### src/rtl/timer_pkg.sv
package timer_pkg;
  typedef enum logic [1:0] {
    SEL_COUNT   = 2'd0,
    SEL_COMPARE = 2'd1,
    SEL_TOT_LO  = 2'd2,
    SEL_TOT_HI  = 2'd3
  } tmr_sel_e;
endpackage

### src/rtl/tmr_rst_sync.sv
module tmr_rst_sync (
  input  logic clk,
  input  logic rst_n,
  output logic rst_sync_n
);
  logic [1:0] sync_q;

  always_ff @(posedge clk or negedge rst_n) begin
    if (!rst_n) sync_q <= 2'b00;
    else        sync_q <= {sync_q[0], 1'b1};
  end

  assign rst_sync_n = sync_q[1];
endmodule

### src/rtl/tmr_accum.sv
module tmr_accum #(
  parameter int W     = 32,
  parameter int INC_W = 3
) (
  input  logic             clk,
  input  logic             rst_n,
  input  logic             ld_en,
  input  logic [W-1:0]     ld_val,
  input  logic [INC_W-1:0] inc,
  output logic [W-1:0]     q
);
  logic [W-1:0] q_d;
  logic         q_en;

  always_comb begin
    q_en = ld_en || (inc != '0);
    q_d  = ld_en ? ld_val : (q + W'(inc));
  end

  always_ff @(posedge clk or negedge rst_n) begin
    if (!rst_n)    q <= '0;
    else if (q_en) q <= q_d;
  end
endmodule

### src/rtl/tmr_cross_detect.sv
module tmr_cross_detect #(
  parameter int W     = 32,
  parameter int INC_W = 3
) (
  input  logic             en,
  input  logic [W-1:0]     old_val,
  input  logic [W-1:0]     cmp_val,
  input  logic [INC_W-1:0] inc,
  output logic             hit
);
  localparam int SW = W + 1;
  logic [SW-1:0] wide_sum;

  always_comb begin
    wide_sum = {1'b0, old_val} + SW'(inc);
    hit      = en && (old_val < cmp_val) && (wide_sum >= {1'b0, cmp_val});
  end
endmodule

### src/rtl/insn_timer.sv
module insn_timer #(
  parameter int CNT_W   = 32,
  parameter int TOT_W   = 64,
  parameter int RET_W   = 3,
  parameter int MAX_RET = 4
) (
  input  logic             clk,
  input  logic             rst_n,
  input  logic [RET_W-1:0] retire_cnt,
  input  logic             wr_en,
  input  logic [1:0]       wr_sel,
  input  logic [CNT_W-1:0] wr_data,
  input  logic [1:0]       rd_sel,
  output logic [CNT_W-1:0] rd_data,
  output logic             irq_set,
  output logic             irq_clr
);
  import timer_pkg::*;

  localparam logic [RET_W-1:0] RET_CAP = RET_W'(MAX_RET);

  logic             rst_sync_n;
  logic [RET_W-1:0] inc_c;
  logic             wr_cnt, wr_cmp;
  logic [CNT_W-1:0] count_q;
  logic [TOT_W-1:0] total_q;
  logic [CNT_W-1:0] cmp_q, cmp_d;
  logic             cross_hit;
  logic             set_d, clr_d;

  tmr_rst_sync u_rst (
    .clk        (clk),
    .rst_n      (rst_n),
    .rst_sync_n (rst_sync_n)
  );

  always_comb begin
    inc_c  = (retire_cnt > RET_CAP) ? RET_CAP : retire_cnt;
    wr_cnt = wr_en && (tmr_sel_e'(wr_sel) == SEL_COUNT);
    wr_cmp = wr_en && (tmr_sel_e'(wr_sel) == SEL_COMPARE);
    cmp_d  = wr_data;
  end

  tmr_accum #(.W(CNT_W), .INC_W(RET_W)) u_count (
    .clk    (clk),
    .rst_n  (rst_sync_n),
    .ld_en  (wr_cnt),
    .ld_val (wr_data),
    .inc    (inc_c),
    .q      (count_q)
  );

  tmr_accum #(.W(TOT_W), .INC_W(RET_W)) u_total (
    .clk    (clk),
    .rst_n  (rst_sync_n),
    .ld_en  (1'b0),
    .ld_val ({TOT_W{1'b0}}),
    .inc    (inc_c),
    .q      (total_q)
  );

  tmr_cross_detect #(.W(CNT_W), .INC_W(RET_W)) u_cross (
    .en      (!wr_cnt && !wr_cmp),
    .old_val (count_q),
    .cmp_val (cmp_q),
    .inc     (inc_c),
    .hit     (cross_hit)
  );

  always_comb begin
    set_d = cross_hit;
    clr_d = wr_cmp;
  end

  always_ff @(posedge clk or negedge rst_sync_n) begin
    if (!rst_sync_n)  cmp_q <= '0;
    else if (wr_cmp)  cmp_q <= cmp_d;
  end

  always_ff @(posedge clk or negedge rst_sync_n) begin
    if (!rst_sync_n) begin
      irq_set <= 1'b0;
      irq_clr <= 1'b0;
    end else begin
      irq_set <= set_d;
      irq_clr <= clr_d;
    end
  end

  always_comb begin
    unique case (tmr_sel_e'(rd_sel))
      SEL_COUNT:   rd_data = count_q;
      SEL_COMPARE: rd_data = cmp_q;
      SEL_TOT_LO:  rd_data = CNT_W'(total_q);
      default:     rd_data = CNT_W'(total_q >> CNT_W);
    endcase
  end
endmodule

### config.mk
export PLATFORM = sky130hd
export DESIGN_NAME = insn_timer
export DESIGN_NICKNAME = d
export VERILOG_FILES = /design/src/rtl/timer_pkg.sv /design/src/rtl/tmr_rst_sync.sv /design/src/rtl/tmr_accum.sv /design/src/rtl/tmr_cross_detect.sv /design/src/rtl/insn_timer.sv
export SDC_FILE = /design/constraint.sdc
export NUM_CORES = 1
export LEC_CHECK = 0
export BUFFER_PORTS_ARGS = -buffer_cell sky130_fd_sc_hd__buf_2
export CAP_MARGIN = 15
export CORE_UTILIZATION = 40
export DETAILED_ROUTE_END_ITERATION = 10
export GPL_ROUTABILITY_DRIVEN = 0
export SETUP_SLACK_MARGIN = 0.4
export SYNTH_ARGS = -nofsm -noshare
export SYNTH_HDL_FRONTEND = slang
export SYNTH_SLANG_ARGS = --single-unit
export TNS_END_PERCENT = 20
### constraint.sdc
create_clock -name clk -period 6.5 [get_ports clk]
set_clock_uncertainty 0.2 [all_clocks]
set_input_delay 1.3 -clock clk [delete_from_list [all_inputs] [get_ports clk]]
set_output_delay 1.3 -clock clk [all_outputs]
set_load 0.05 [all_outputs]
==> metrics <==
status completed; GRT Util Overall 22.2%; CTS Root Cell clkbuf_16; reg2reg path depth 13; flops & latches, synth 132; Final Power 3070 uW; hold path cells 0; Top FF cell, synth dfrtp_1; DRT antenna net count 0; P per Cell Area 308 nW/um^2; P_sw 1160 uW; sequential share of power 36.6%; Worst slew margin 39.7%; post-detail-place hpwl 17300 microns; Netlist cell types 60; nature of the critical path startpoint input pin; antenna violations before repair 0; Finished Layout Cells 1254; layout cells sized above 1 16.5%; routed wl met2 10500 microns; Post-Syn Instances 903; Leak 0.00460 uW; Starting DRT DRC Count 546; I/O pin count 76; fin crit period 4.94 ns; post-synth top area cell dfrtp_1; RR Startpoint u_count.q[0]$_DFFE_PN0P_; number of global-route vias before repair 6743; async set-or-reset flop fraction in the synthesized netlist 100%; EDFF count, synth 0; maximum vdd drop 0.000164 V; R2R Path End irq_set$_DFF_PN0_; critical path, cell by cell buf_2 -> nor2b_1 -> xor2_1 -> ha_1 -> nor2_1 -> a21oi_2 -> nand2_1 -> nor3_1 -> xor2_1 -> ha_1 -> and4_1 -> a221oi_1 -> o211ai_1 -> a221oi_1 -> a311oi_1; Vias 6843; crit path DAT 5.03 ns; Crit Path Class input pin to flop; sequential fraction of the synthesis area 37.7%; drt total wl 23300 microns; crit-path leading delay family compound AO/OA/AOI/OAI gates; CP bufs+invs 1; Ys Warns 0; CORE AREA 21200 sq um; Post-Syn Area 8750 sq um; placed cells 1222; Sink Count 132; HP Class flop to flop; first-pass GRT wire length 37500 microns; Pre-antenna DRT Iters 5; Largest stage delay, worst path 0.49 ns; Clock power frac 31.4%; H-tree depth 4; DRC viols 0; f_max 202 MHz; Max Buffers Root-to-Sink 2; fin nets 1077; top cell type's share of synthesized area 37.7%; worst hold start u_rst.sync_q[0]$_DFF_PN0_; Die H 150 microns; Synthesized Nets 1014; initial core utilization 41.2%; Clk Latency, worst-skew pair 0.43 ns; # resized after CTS 0; required time worst endpoint 6.59 ns; CTS tree built; multi-input logic area 5140 sq um; Slowest cell on crit path a21oi_2; Internal Pwr Total 1920 uW; Inserted Clock Buffers 17; Syn Area/Cell 9.69 sq um; final design utilization 47.0%; Tcrit/Tclk final 76.0%; switch share 37.6%; die width 150 microns; Worst setup EP type flop; Fin. Hold Viols 0; Fin Setup TNS 0 ns; Max-cap violations 0; M1 wire length 11200 microns; Slew @ Worst Pin 0.905 ns; hold-fix buffers at CTS 0; hold slack 0.148 ns; port bufs 75; drt wl/cell 18.6 microns; post-DR vias/cell 5.46; # fillers 2026; Post-CTS Setup Bufs 0; clk slew on worst S/H paths 0.06 ns; WHS Endpoint u_rst.sync_q[1]$_DFF_PN0_; largest cells by area after synthesis dfrtp_1 38%, ha_1 9.9%, mux4_2 8.2%; crit-path max FO 10; flop2flop setup slack 2.37 ns; remaining global-route overflow 0; synthesis-to-layout area growth 13.9%; met3 wire length 1060 microns; largest net degree at the start of global routing 69; Combinational Power Share 32.0%; Critical Path Source retire_cnt[2]; Max Slew Vio Count 0; register area 3310 sq um; DR top layer met4; RSZ-0062 raised after global routing no; antenna fix cells 0; DIE AREA 22500 sq um; endpoints failing setup 0; row cnt 53
## registers in the layout (all words and copies together) (netlist names)
register / count
u_count.q: 32
u_total.q: 64
cmp_q: 32
irq_set: 1
u_rst.sync_q: 2
irq_clr: 1
## cell type report
cell class | instances | area share, %
clock buffer | 20 | 4.58
inverter | 45 | 1.69
sequential | 132 | 33.2
multi-input combinational | 689 | 51.6
clock inverter | 12 | 1.32
tap | 275 | 3.45
timing repair buffer | 81 | 4.22
## cells in the final DEF (no fill, tap or decap), types with 6 or more instances in the layout
cell,n
nor3_1,28
clkbuf_16,17
ha_1,69
nor2_1,60
a21o_1,14
inv_1,44
nand2_1,124
buf_4,6
xnor2_1,61
mux4_2,32
buf_2,75
nand3_1,31
nand4_1,25
nor2b_1,8
xor2_1,59
and3_1,16
o21ai_0,68
a21oi_1,19
and4_1,9
dfrtp_1,131
## layer usage
metal | up-vias | track usage, %
met5 | - | 0
met4 | 0 | 8.33
met3 | 33 | 3.11
met2 | 157 | 33.9
met1 | 3358 | 31.9
li1 | 3295 | -
## power groups by stage
stage	registers [uW]	logic, uW	clock network, uW
6_report	1130	985	964
5_1_grt	1140	1090	1010
3_5_place_dp	1130	978	0
4_1_cts	1120	985	981
3_3_place_gp	1140	963	0
2_1_floorplan	1060	766	0
## cells by family after synthesis
kind of cell	after synthesis	synth area share [%]
and+or+nand+nor	336	19.2
DFF	132	37.7
AOI/OAI and AO/OA	125	8.43
xor gates and xnor gates	120	12.0
buffers and inverters	82	3.75
adders and majority gates	71	10.1
muxes	36	8.71
other	1	0.0428
## cells in the mapped netlist (3+ instances only)
| master | count |
|---|---|
| nor2b_1 | 9 |
| ha_1 | 69 |
| nor2_1 | 60 |
| o21ai_0 | 68 |
| mux4_2 | 32 |
| a21o_1 | 14 |
| buf_2 | 10 |
| nand4_1 | 25 |
| and2_1 | 3 |
| clkbuf_1 | 22 |
| mux2i_1 | 3 |
| o211ai_1 | 4 |
| a21oi_1 | 20 |
| nor3_2 | 3 |
| xor2_1 | 59 |
| inv_1 | 44 |
| nand2_1 | 124 |
| nor4_1 | 4 |
| a221oi_1 | 4 |
| nand3_1 | 31 |
| or3_1 | 3 |
| and4_1 | 9 |
| and3_1 | 16 |
| buf_1 | 4 |
| dfrtp_1 | 132 |
| nor3_1 | 29 |
| xnor2_1 | 61 |
## metrics by stage
stage,setup slack (ns),instance area (sq um)
4_1_cts,1.68,9970
3_3_place_gp,1.36,9380
5_1_grt,1.34,9970
3_5_place_dp,1.19,9380
6_report,1.56,9970
2_1_floorplan,2.14,8750
## worst max path at each step
stage                             end  cells past startpoint
global route        irq_set$_DFF_PN0_                     16
global placement    irq_set$_DFF_PN0_                     15
detailed placement  irq_set$_DFF_PN0_                     15
floorplan           irq_set$_DFF_PN0_                     14
CTS                 irq_set$_DFF_PN0_                     15
finish              irq_set$_DFF_PN0_                     15
No activity file was read; power rests on OpenSTA's default activity.
